===== config.mk =====
export PLATFORM = sky130hd
export DESIGN_NAME = iobus_target
export DESIGN_NICKNAME = d
export VERILOG_FILES = /design/src/rtl/iobt_pkg.sv /design/src/rtl/iobt_decode.sv /design/src/rtl/iobt_cfg_space.sv /design/src/rtl/iobt_seq.sv /design/src/rtl/iobus_target.sv
export SDC_FILE = /design/constraint.sdc
export NUM_CORES = 1
export LEC_CHECK = 0
export CAP_MARGIN = 20
export CORE_MARGIN = 2
export CORE_UTILIZATION = 49
export DETAILED_ROUTE_END_ITERATION = 12
export PLACE_DENSITY = 0.83
export SYNTH_ARGS = -nofsm -noshare
export SYNTH_HDL_FRONTEND = slang
export SYNTH_SLANG_ARGS = --single-unit

===== constraint.sdc =====
create_clock -name clk -period 3.1 [get_ports clk]
set_clock_uncertainty 0.2 [all_clocks]
set_input_delay 0.31 -clock clk [delete_from_list [all_inputs] [get_ports clk]]
set_output_delay 0.31 -clock clk [all_outputs]
set_load 0.05 [all_outputs]

===== src/rtl/iobt_pkg.sv =====
package iobt_pkg;

  typedef enum logic [2:0] {
    ST_IDLE  = 3'd0,
    ST_FETCH = 3'd1,
    ST_RDATA = 3'd2,
    ST_WDATA = 3'd3,
    ST_STOP  = 3'd4,
    ST_TAIL  = 3'd5
  } iobt_state_e;

  localparam logic [2:0] CMD_IO_GRP  = 3'b001;
  localparam logic [2:0] CMD_CFG_GRP = 3'b101;

  localparam logic [5:0] IDX_IDENT = 6'h00;
  localparam logic [5:0] IDX_CMD   = 6'h01;
  localparam logic [5:0] IDX_CLASS = 6'h02;
  localparam logic [5:0] IDX_BAR0  = 6'h04;
  localparam logic [5:0] IDX_INTR  = 6'h0F;

  function automatic logic iobt_even_par(input logic [31:0] d, input logic [3:0] c);
    return ^{d, c};
  endfunction

endpackage


===== src/rtl/iobt_decode.sv =====
module iobt_decode #(
  parameter int IO_AW = 4
) (
  input  logic [31:IO_AW] ad_hi,
  input  logic [1:0]      ad_lo,
  input  logic [3:0]      cmd,
  input  logic            idsel,
  input  logic            io_en,
  input  logic [31:IO_AW] bar_base,
  output logic            claim,
  output logic            is_io,
  output logic            is_rd
);
  import iobt_pkg::*;

  logic is_cfg;
  logic io_hit;
  logic cfg_hit;

  always_comb begin
    is_io   = (cmd[3:1] == CMD_IO_GRP);
    is_cfg  = (cmd[3:1] == CMD_CFG_GRP);
    is_rd   = ~cmd[0];
    io_hit  = io_en && (ad_hi == bar_base);
    cfg_hit = idsel && (ad_lo == 2'b00);
    claim   = (is_io && io_hit) || (is_cfg && cfg_hit);
  end

endmodule


===== src/rtl/iobt_cfg_space.sv =====
module iobt_cfg_space #(
  parameter logic [15:0] VEN_ID     = 16'h1B2C,
  parameter logic [15:0] DEV_ID     = 16'h0A51,
  parameter logic [23:0] CLASS_CODE = 24'h078000,
  parameter logic [7:0]  REV_ID     = 8'h03,
  parameter logic [7:0]  INT_PIN    = 8'h01,
  parameter int          IO_AW      = 4
) (
  input  logic            clk,
  input  logic            rst_n,
  input  logic [5:0]      rd_idx,
  output logic [31:0]     rd_data,
  input  logic            wr_en,
  input  logic [5:0]      wr_idx,
  input  logic [31:0]     wr_data,
  input  logic [3:0]      wr_be,
  output logic            io_en,
  output logic [31:IO_AW] bar_base
);
  import iobt_pkg::*;

  localparam int LOW_PAD = IO_AW - 1;

  logic            io_en_q;
  logic [31:IO_AW] bar_q;
  logic [31:IO_AW] bar_nxt;
  logic [7:0]      int_line_q;

  // Per-lane merge of the window base; bits below IO_AW are fixed.
  always_comb begin
    bar_nxt = bar_q;
    for (int b = IO_AW; b < 32; b++) begin
      if (wr_be[b/8]) bar_nxt[b] = wr_data[b];
    end
  end

  always_ff @(posedge clk or negedge rst_n) begin
    if (!rst_n) begin
      io_en_q    <= 1'b0;
      bar_q      <= '0;
      int_line_q <= 8'h00;
    end else if (wr_en) begin
      unique case (wr_idx)
        IDX_CMD:  if (wr_be[0]) io_en_q <= wr_data[0];
        IDX_BAR0: bar_q <= bar_nxt;
        IDX_INTR: if (wr_be[0]) int_line_q <= wr_data[7:0];
        default:  ;
      endcase
    end
  end

  always_comb begin
    unique case (rd_idx)
      IDX_IDENT: rd_data = {DEV_ID, VEN_ID};
      IDX_CMD:   rd_data = {31'h0, io_en_q};
      IDX_CLASS: rd_data = {CLASS_CODE, REV_ID};
      IDX_BAR0:  rd_data = {bar_q, {LOW_PAD{1'b0}}, 1'b1};
      IDX_INTR:  rd_data = {16'h0, INT_PIN, int_line_q};
      default:   rd_data = 32'h0;
    endcase
  end

  assign io_en    = io_en_q;
  assign bar_base = bar_q;

endmodule


===== src/rtl/iobt_seq.sv =====
module iobt_seq (
  input  logic                  clk,
  input  logic                  rst_n,
  input  logic                  start,
  input  logic                  claim_io,
  input  logic                  claim_rd,
  input  logic                  frame_n,
  input  logic                  irdy_n,
  output iobt_pkg::iobt_state_e state_q,
  output logic                  io_q,
  output logic                  rd_q,
  output logic                  first_q,
  output logic                  xfer
);
  import iobt_pkg::*;

  iobt_state_e state_d;

  assign xfer = ((state_q == ST_RDATA) || (state_q == ST_WDATA)) && !irdy_n;

  always_comb begin
    state_d = state_q;
    unique case (state_q)
      ST_IDLE:  if (start) state_d = claim_rd ? ST_FETCH : ST_WDATA;
      ST_FETCH: state_d = ST_RDATA;
      ST_RDATA, ST_WDATA: begin
        if (xfer) begin
          if (frame_n)   state_d = ST_TAIL;
          else if (io_q) state_d = ST_STOP;
          else           state_d = rd_q ? ST_FETCH : ST_WDATA;
        end
      end
      ST_STOP:  if (frame_n) state_d = ST_TAIL;
      ST_TAIL:  state_d = ST_IDLE;
      default:  state_d = ST_IDLE;
    endcase
  end

  always_ff @(posedge clk or negedge rst_n) begin
    if (!rst_n) begin
      state_q <= ST_IDLE;
      io_q    <= 1'b0;
      rd_q    <= 1'b0;
      first_q <= 1'b0;
    end else begin
      state_q <= state_d;
      if (state_q == ST_IDLE && start) begin
        io_q    <= claim_io;
        rd_q    <= claim_rd;
        first_q <= 1'b1;
      end else if (xfer) begin
        first_q <= 1'b0;
      end
    end
  end

endmodule


===== src/rtl/iobus_target.sv =====
module iobus_target #(
  parameter logic [15:0] VEN_ID     = 16'h1B2C,
  parameter logic [15:0] DEV_ID     = 16'h0A51,
  parameter logic [23:0] CLASS_CODE = 24'h078000,
  parameter logic [7:0]  REV_ID     = 8'h03,
  parameter logic [7:0]  INT_PIN    = 8'h01,
  parameter int          IO_AW      = 4
) (
  input  logic             clk,
  input  logic             rst_n,
  input  logic             frame_n,
  input  logic             irdy_n,
  input  logic             idsel,
  input  logic [31:0]      ad_in,
  input  logic [3:0]       cbe_n,
  output logic [31:0]      ad_out,
  output logic             ad_oe,
  output logic             trdy_n,
  output logic             devsel_n,
  output logic             stop_n,
  output logic             ctl_oe,
  output logic             par_out,
  output logic             par_oe,
  output logic             io_rd_stb,
  output logic             io_wr_stb,
  output logic [IO_AW-1:0] io_addr,
  output logic [31:0]      io_wdata,
  output logic [3:0]       io_be,
  input  logic [31:0]      io_rdata
);
  import iobt_pkg::*;

  iobt_state_e     state_q;
  logic            io_q, rd_q, first_q, xfer;
  logic            frame_q;
  logic            start;
  logic            claim, dec_io, dec_rd;
  logic            io_en;
  logic [31:IO_AW] bar_base;
  logic [7:0]      addr_q;
  logic [31:0]     cfg_rdata;
  logic [31:0]     ad_out_q;
  logic            par_q, par_oe_q;
  logic            wstb_q;
  logic [31:0]     wdata_q;
  logic [3:0]      wbe_q;

  // A new address phase is only seen on a falling frame while idle.
  always_ff @(posedge clk or negedge rst_n) begin
    if (!rst_n) frame_q <= 1'b1;
    else        frame_q <= frame_n;
  end
  assign start = (state_q == ST_IDLE) && !frame_n && frame_q && claim;

  iobt_decode #(.IO_AW(IO_AW)) u_dec (
    .ad_hi    (ad_in[31:IO_AW]),
    .ad_lo    (ad_in[1:0]),
    .cmd      (cbe_n),
    .idsel    (idsel),
    .io_en    (io_en),
    .bar_base (bar_base),
    .claim    (claim),
    .is_io    (dec_io),
    .is_rd    (dec_rd)
  );

  iobt_seq u_seq (
    .clk      (clk),
    .rst_n    (rst_n),
    .start    (start),
    .claim_io (dec_io),
    .claim_rd (dec_rd),
    .frame_n  (frame_n),
    .irdy_n   (irdy_n),
    .state_q  (state_q),
    .io_q     (io_q),
    .rd_q     (rd_q),
    .first_q  (first_q),
    .xfer     (xfer)
  );

  iobt_cfg_space #(
    .VEN_ID     (VEN_ID),
    .DEV_ID     (DEV_ID),
    .CLASS_CODE (CLASS_CODE),
    .REV_ID     (REV_ID),
    .INT_PIN    (INT_PIN),
    .IO_AW      (IO_AW)
  ) u_cfg (
    .clk      (clk),
    .rst_n    (rst_n),
    .rd_idx   (addr_q[7:2]),
    .rd_data  (cfg_rdata),
    .wr_en    (xfer && !io_q && !rd_q),
    .wr_idx   (addr_q[7:2]),
    .wr_data  (ad_in),
    .wr_be    (~cbe_n),
    .io_en    (io_en),
    .bar_base (bar_base)
  );

  // Address register: latched at claim, dword index steps on config bursts.
  always_ff @(posedge clk or negedge rst_n) begin
    if (!rst_n) begin
      addr_q <= 8'h00;
    end else if (start) begin
      addr_q <= ad_in[7:0];
    end else if (xfer && !io_q) begin
      addr_q[7:2] <= addr_q[7:2] + 6'd1;
    end
  end

  // Read word is loaded during the wait clock in front of each data phase.
  always_ff @(posedge clk or negedge rst_n) begin
    if (!rst_n) begin
      ad_out_q <= 32'h0;
    end else if (state_q == ST_FETCH) begin
      ad_out_q <= io_q ? io_rdata : cfg_rdata;
    end
  end

  // Parity trails the bus values it covers by one clock.
  always_ff @(posedge clk or negedge rst_n) begin
    if (!rst_n) begin
      par_q    <= 1'b0;
      par_oe_q <= 1'b0;
    end else begin
      par_q    <= iobt_even_par(ad_out_q, cbe_n);
      par_oe_q <= ad_oe;
    end
  end

  always_ff @(posedge clk or negedge rst_n) begin
    if (!rst_n) begin
      wstb_q  <= 1'b0;
      wdata_q <= 32'h0;
      wbe_q   <= 4'h0;
    end else begin
      wstb_q <= xfer && io_q && !rd_q;
      if (xfer && io_q && !rd_q) begin
        wdata_q <= ad_in;
        wbe_q   <= ~cbe_n;
      end
    end
  end

  always_comb begin
    trdy_n    = !((state_q == ST_RDATA) || (state_q == ST_WDATA));
    devsel_n  = !((state_q == ST_FETCH) || (state_q == ST_RDATA) ||
                  (state_q == ST_WDATA) || (state_q == ST_STOP));
    stop_n    = !((io_q && !trdy_n) || (state_q == ST_STOP));
    ctl_oe    = (state_q != ST_IDLE);
    ad_oe     = rd_q && (state_q != ST_IDLE) && !((state_q == ST_FETCH) && first_q);
    io_rd_stb = (state_q == ST_FETCH) && io_q;
  end

  assign ad_out    = ad_out_q;
  assign par_out   = par_q;
  assign par_oe    = par_oe_q;
  assign io_wr_stb = wstb_q;
  assign io_wdata  = wdata_q;
  assign io_be     = wbe_q;
  assign io_addr   = addr_q[IO_AW-1:0];

endmodule


==> Word-level counts from Yosys, hierarchy flattened <==
Index checks and enable logic that the tools add are counted.
{ "totals": {"word_cells": 97, "latch_bits": 0, "regBits": 123, "output_inout_bits": 81, "mem_bits_ro": 0, "n_memories": 0, "ramBits": 0} }
{ "classes": {"n_shift": 0, "magnitude_cmp": 0, "mul": 0, "muxes": 14, "n_bitwise": 2, "n_reduce_logical": 47, "addsub": 1, "div": 0, "eq_ne": 14} }
{ "op_table": {"columns": ["cell", "n"], "rows": [
  ["$pmux 32 s5", 1],
  ["$reduce_xor 36->1", 1],
  ["$mux 32", 1],
  ["$eq 28x28->1", 1],
  ["$reduce_and 3->1", 7],
  ["$logic_and 1x1->1", 18],
  ["$mux 3", 5],
  ["$mux 6", 2],
  ["$pmux 3 s4", 1],
  ["$logic_not 1->1", 8],
  ["$add 6x1->6 const B", 1],
  ["$eq 3x1->1 const B", 2],
  ["$eq 3x2->1 const B", 2],
  ["$eq 3x3->1 const B", 2],
  ["$eq 6x1->1 const B", 1],
  ["$eq 6x2->1 const B", 1],
  ["$eq 6x3->1 const B", 1],
  ["$eq 6x4->1 const B", 1],
  ["$logic_not 6->1", 1],
  ["$logic_or 1x1->1", 6],
  ["$mux 2", 2],
  ["$ne 2x2->1 const B", 2],
  ["$not 4->4", 1],
  ["$reduce_bool 2->1", 2],
  ["other kinds (7)", 8]
]} }

==> Longest topological paths before layout <==
{ "depth": {"word_depth": 7, "ltp_mapped": 8, "depth_no_buf": 8} }

==> Cells and area by module <==
Synthesis repeated with hierarchy kept, for this count alone.
{ "hier_totals": {"hier_cells": 594, "hier_area_um2": 6216.0} }
{ "modules_own_cells": {"columns": ["mod", "seq_area_each_um2", "area_each_um2", "cells_each", "instances"], "rows": [
  ["iobus_target", 2003.2, 3728.6, 386, 1],
  ["iobt_cfg_space", 925.9, 1818.0, 133, 1],
  ["iobt_decode", 0.0, 345.3, 44, 1],
  ["iobt_seq", 150.1, 324.1, 31, 1]
]} }

==> Worst setup path after synthesis <==
OpenSTA, ideal clock, no wires.
{ "synth_timing": {"path_type": "flip-flop to flip-flop", "from": "register u_seq.state_q[0]", "to": "register addr_q[0]", "synth_period_minus_slack_ns": 2.358, "path_stages_with_launch": 6, "arrival_time_ns": 2.033, "path_buffers": 2, "path_slack_ns": 0.742, "path_cell_list": "dfrtp_1 clkbuf_1 or3_1 clkbuf_1 a2111oi_4 mux2_2"} }
{ "synth_via": {"elab_chain_cells": 4} }
{ "synth_rtl": {"columns": ["item", "line", "source"], "rows": [
  ["from (decl)", "iobt_seq.sv:9", "output iobt_pkg::iobt_state_e state_q,"],
  ["from (signal assigned)", "iobt_seq.sv:46", "state_q <= state_d;"],
  ["$logic_not 3->1", "iobus_target.sv:53", "assign start = (state_q == ST_IDLE) && !frame_n && frame_q && claim;"],
  ["$logic_and 1x1->1 (3 in a row)", "iobus_target.sv:53", null],
  ["to (signal assigned)", "iobus_target.sv:107", "addr_q <= ad_in[7:0];"],
  ["to (decl)", "iobus_target.sv:40", "logic [7:0] addr_q;"]
]} }
No other way between the ends.
A chain may end at the register's enable or synchronous reset.

==> Worst setup path after layout <==
{ "layout_timing": {"from": "register u_seq.state_q[2]", "to": "output port devsel_n"} }
{ "layout_via": {"elab_chain_cells": 5} }
{ "layout_rtl": {"columns": ["item", "line", "source"], "rows": [
  ["$eq 3x1->1 / $eq 3x2->1 (equally long branches)", "iobus_target.sv:149", "devsel_n = !((state_q == ST_FETCH) || (state_q == ST_RDATA) ||"],
  ["$logic_or 1x1->1 (2 in a row)", "iobus_target.sv:149", null],
  ["$logic_or 1x1->1 *", "iobus_target.sv:150", "(state_q == ST_WDATA) || (state_q == ST_STOP));"],
  ["$logic_not 1->1 *", "iobus_target.sv:149", null],
  ["to (decl)", "iobus_target.sv:19", "output logic devsel_n,"]
]} }
Every way passes the cells marked *; elsewhere a longest branch is shown, timed or not.

==> results by group <==
Status
  • Run status: complete, no violations

Setup path
  • Slowest-stage cell, CP: clkdlybuf4s50_1
  • Crit path capture type: primary output
  • Worst reg2reg endpoint: u_seq.state_q[1]$_DFFE_PN0P_
  • CP Max Fanout: 8
  • Critical path type: flop to primary output
  • CP Data Arrival Time: 2.31 ns
  • Reg2reg setup slack: about 0.52 ns
  • Critical path's top delay family: buffers and inverters
  • Crit-path max cell delay: 0.80 ns
  • CP cell instances: or3_1, nand2_1, clkdlybuf4s50_1
  • Number of stages on the worst setup path: 3
  • Buf/Inv on CP: 1
  • R2R cell count: 7
  • Reg2reg start: u_cfg.bar_base[28]$_DFFE_PN0P_
  • Required time worst endpoint: between 2 and 3 ns
  • Nature of the critical path startpoint: flop

Placed design
  • Global placement routability congestion: 0.909
  • Buffers on Ports: 153
  • DP HPWL: around 12,000 um
  • Area post-placement: around 7700 um2
  • Placed Cells: 824

Yosys
  • Seq/Total Area, Yosys: around 52%
  • Cells after synthesis: 534
  • Synth area leader: dfrtp_1
  • EDFF count, synth: 0
  • YS warnings: 0
  • Synth top area share: 51.7%
  • Synth Area per Inst: 11.1 um2
  • Netlist cell types: 37
  • Largest cells by area after synthesis: dfrtp_1, mux2_2, xnor2_1
  • Post-Syn Area: just under 6000 um2
  • Flop and latch count out of synthesis: 123
  • FFs w/ async S/R, synth: 100%
  • Mapped Nets: 611
  • Top FF cell, synth: dfrtp_1

Routing
  • DRT antenna net count: 0
  • Routed via count: 4,842
  • DR pass1 iterations: 5
  • Total Wirelength: 16,700 um
  • WL/cell: 19.5 um
  • DR iter-0 viols: 392
  • Drt drc: 0
  • Vias/cell: 5.65

Clock network
  • CTS tree: yes
  • Post-CTS Setup Bufs: 0
  • Clock slew at reported path FFs: 0.06 ns
  • Clock sink count: 123
  • Post-CTS sizing: 0
  • Htree depth: 4
  • Root buffer cell: clkbuf_16
  • Skew-Pair Late Insertion Delay: roughly 0.41 ns
  • TritonCTS buffer count: 17
  • Maximum root-to-sink buffer count: 2
  • Hold-fix buffers, CTS: 1

Cells and area
  • Commonest non-fill, non-tap cell in the layout: clkdlybuf4s50_1
  • Commonest non-fill, non-tap cells in the layout: clkdlybuf4s50_1, dfrtp_1, mux2_2
  • Nets@finish: slightly below 800
  • Final instance area: 8280 um2
  • Fraction of layout cells with a size suffix above 1: between 10% and 20%
  • Area Overhead vs Synth: 40.1%
  • Fin cells: 857
  • # diodes: 0

Global route
  • Vias in the first global route: 4,897
  • GRT Total Usage: 26.6%
  • Pin count of the biggest net entering global routing: 54
  • First-pass GRT wire length: 26,200 um
  • Antenna violations before repair: 0
  • Global route total overflow: 0

Floorplanning
  • Site Rows: 40
  • # IOs: 154
  • Die ar.: approximately 13,000 um2
  • Chip width: between 100 and 150 um
  • Core ar.: 11,900 um2
  • DIE HEIGHT: 114 um
  • Initial Utilization: 49.6%

STA
  • Tcrit/Tclk final: just over 90%
  • Hold Slack: about 0.28 ns
  • RSZ-0062 raised after global routing: no
  • Setup TNS Final: 0 ns
  • Setup violators final: 0
  • Peak Freq: 355 MHz
  • Pin slew with the least headroom to its limit: 0.709 ns
  • Rel. slew slack: between 50 and 60%
  • Fin. Hold Viols: 0
  • Crit path time final: 2.82 ns
  • Max-slew violation count: 0

Power
  • P_leak: 3.71 nW
  • VDD IR max: 0.701 mV
  • Pwr Density: 1090 nW/um2

Flow run
  • # Max-Cap Violations: 0

Min path
  • Min-delay worst type: input pin to async pin
-- power by group --
group          internal, W  switching [W]
Clock              0.00128       0.000777
Combinational      0.00179        0.00275
Sequential         0.00201       0.000378
-- cells in the mapped netlist, types with 2 or more instances --
cell and number:
nand4_1 11, mux2i_1 2, o31ai_1 2, dfrtp_1 122
nor2b_1 9, and2b_1 2, and3_1 23, xor2_1 11
inv_1 10, nand2_1 39, nand3_1 4, a22oi_1 5
nor3_1 3, clkbuf_1 23, o21ai_0 36, ha_1 4
nor4_1 4, and2_1 2, xnor2_1 56, nor2_2 3
nand2b_1 4, buf_4 5, a21oi_1 43, nor2_1 21
o22ai_1 10, mux2_2 69
-- routing by layer --
layer  share of wire [%]  up-vias  global-route usage [%]
met1                  42     2377                    35.2
met5                   0        -                       0
met2                  49      229                    42.8
met3                 7.0       29                    7.17
li1                    -     2207                       -
met4                 2.1        0                    8.70
-- kinds of logic (layout without fill, tap and decap cells) --
group / after synthesis / after routing / share of synthesized area (%)
XOR/XNOR: 67 / 67 / 9.93
multiplexers: 71 / 71 / 13.5
AND/OR/NAND/NOR: 129 / 129 / 11.1
buffers and inverters: 38 / 214 / 2.73
adder cells (fa/ha/maj): 4 / 4 / 0.847
flip-flops: 123 / 123 / 52.1
AO/OA/AOI/OAI: 102 / 102 / 9.78
-- flip-flops by register name, summed over array words and instances, names as in the netlist --
name	flops
io_wdata	32
frame_q	1
u_seq.first_q	1
io_wr_stb	1
u_cfg.bar_base	28
u_cfg.int_line_q	8
ad_out	32
par_out	1
u_seq.io_q	1
par_oe	1
u_seq.rd_q	1
u_cfg.io_en	1
io_be	4
addr_q	8
u_seq.state_q	3
-- worst register-to-register path: stages (launching register included) --
cell	delay, ns
dfrtp_1	0.42
xnor2_1	0.16
nand4_1	0.15
nor4_1	0.31
nand4_1	0.23
a2111oi_4	0.55
nor2_1	0.12
o32ai_1	0.33
-- how the worst max path moves through the flow --
stage,slack [ns],startpoint,endpoint
final,0.28,u_seq.state_q[2]$_DFFE_PN0P_,devsel_n
after global routing,0.23,u_seq.state_q[2]$_DFFE_PN0P_,devsel_n
after CTS,0.28,u_seq.state_q[2]$_DFFE_PN0P_,devsel_n
after detailed placement,0.10,ad_in[6],addr_q[3]$_DFFE_PN0P_
after global placement,0.20,ad_in[6],addr_q[3]$_DFFE_PN0P_
after floorplan,0.74,u_seq.state_q[0]$_DFFE_PN0P_,addr_q[0]$_DFFE_PN0P_
-- through the flow --
step	setup slack (ns)	utilization (%)	total power [W]
2_1_floorplan	0.742	-	0.00552
3_3_place_gp	0.199	64.3	0.00679
3_5_place_dp	0.103	64.3	0.00691
4_1_cts	0.281	69.5	0.00901
5_1_grt	0.228	69.5	0.00939
6_report	0.282	69.5	0.00899
-- cell type report --
| type | instances | area (um2) |
|---|---|---|
| clock buffer | 17 | 425 |
| timing repair buffer | 172 | 1700 |
| sequential | 123 | 3080 |
| inverter | 10 | 37.5 |
| multi-input combinational | 373 | 2670 |
| fill | 822 | 3630 |
| tap | 147 | 184 |
| clock inverter | 15 | 186 |
No activity file was read; power rests on OpenSTA's default activity.
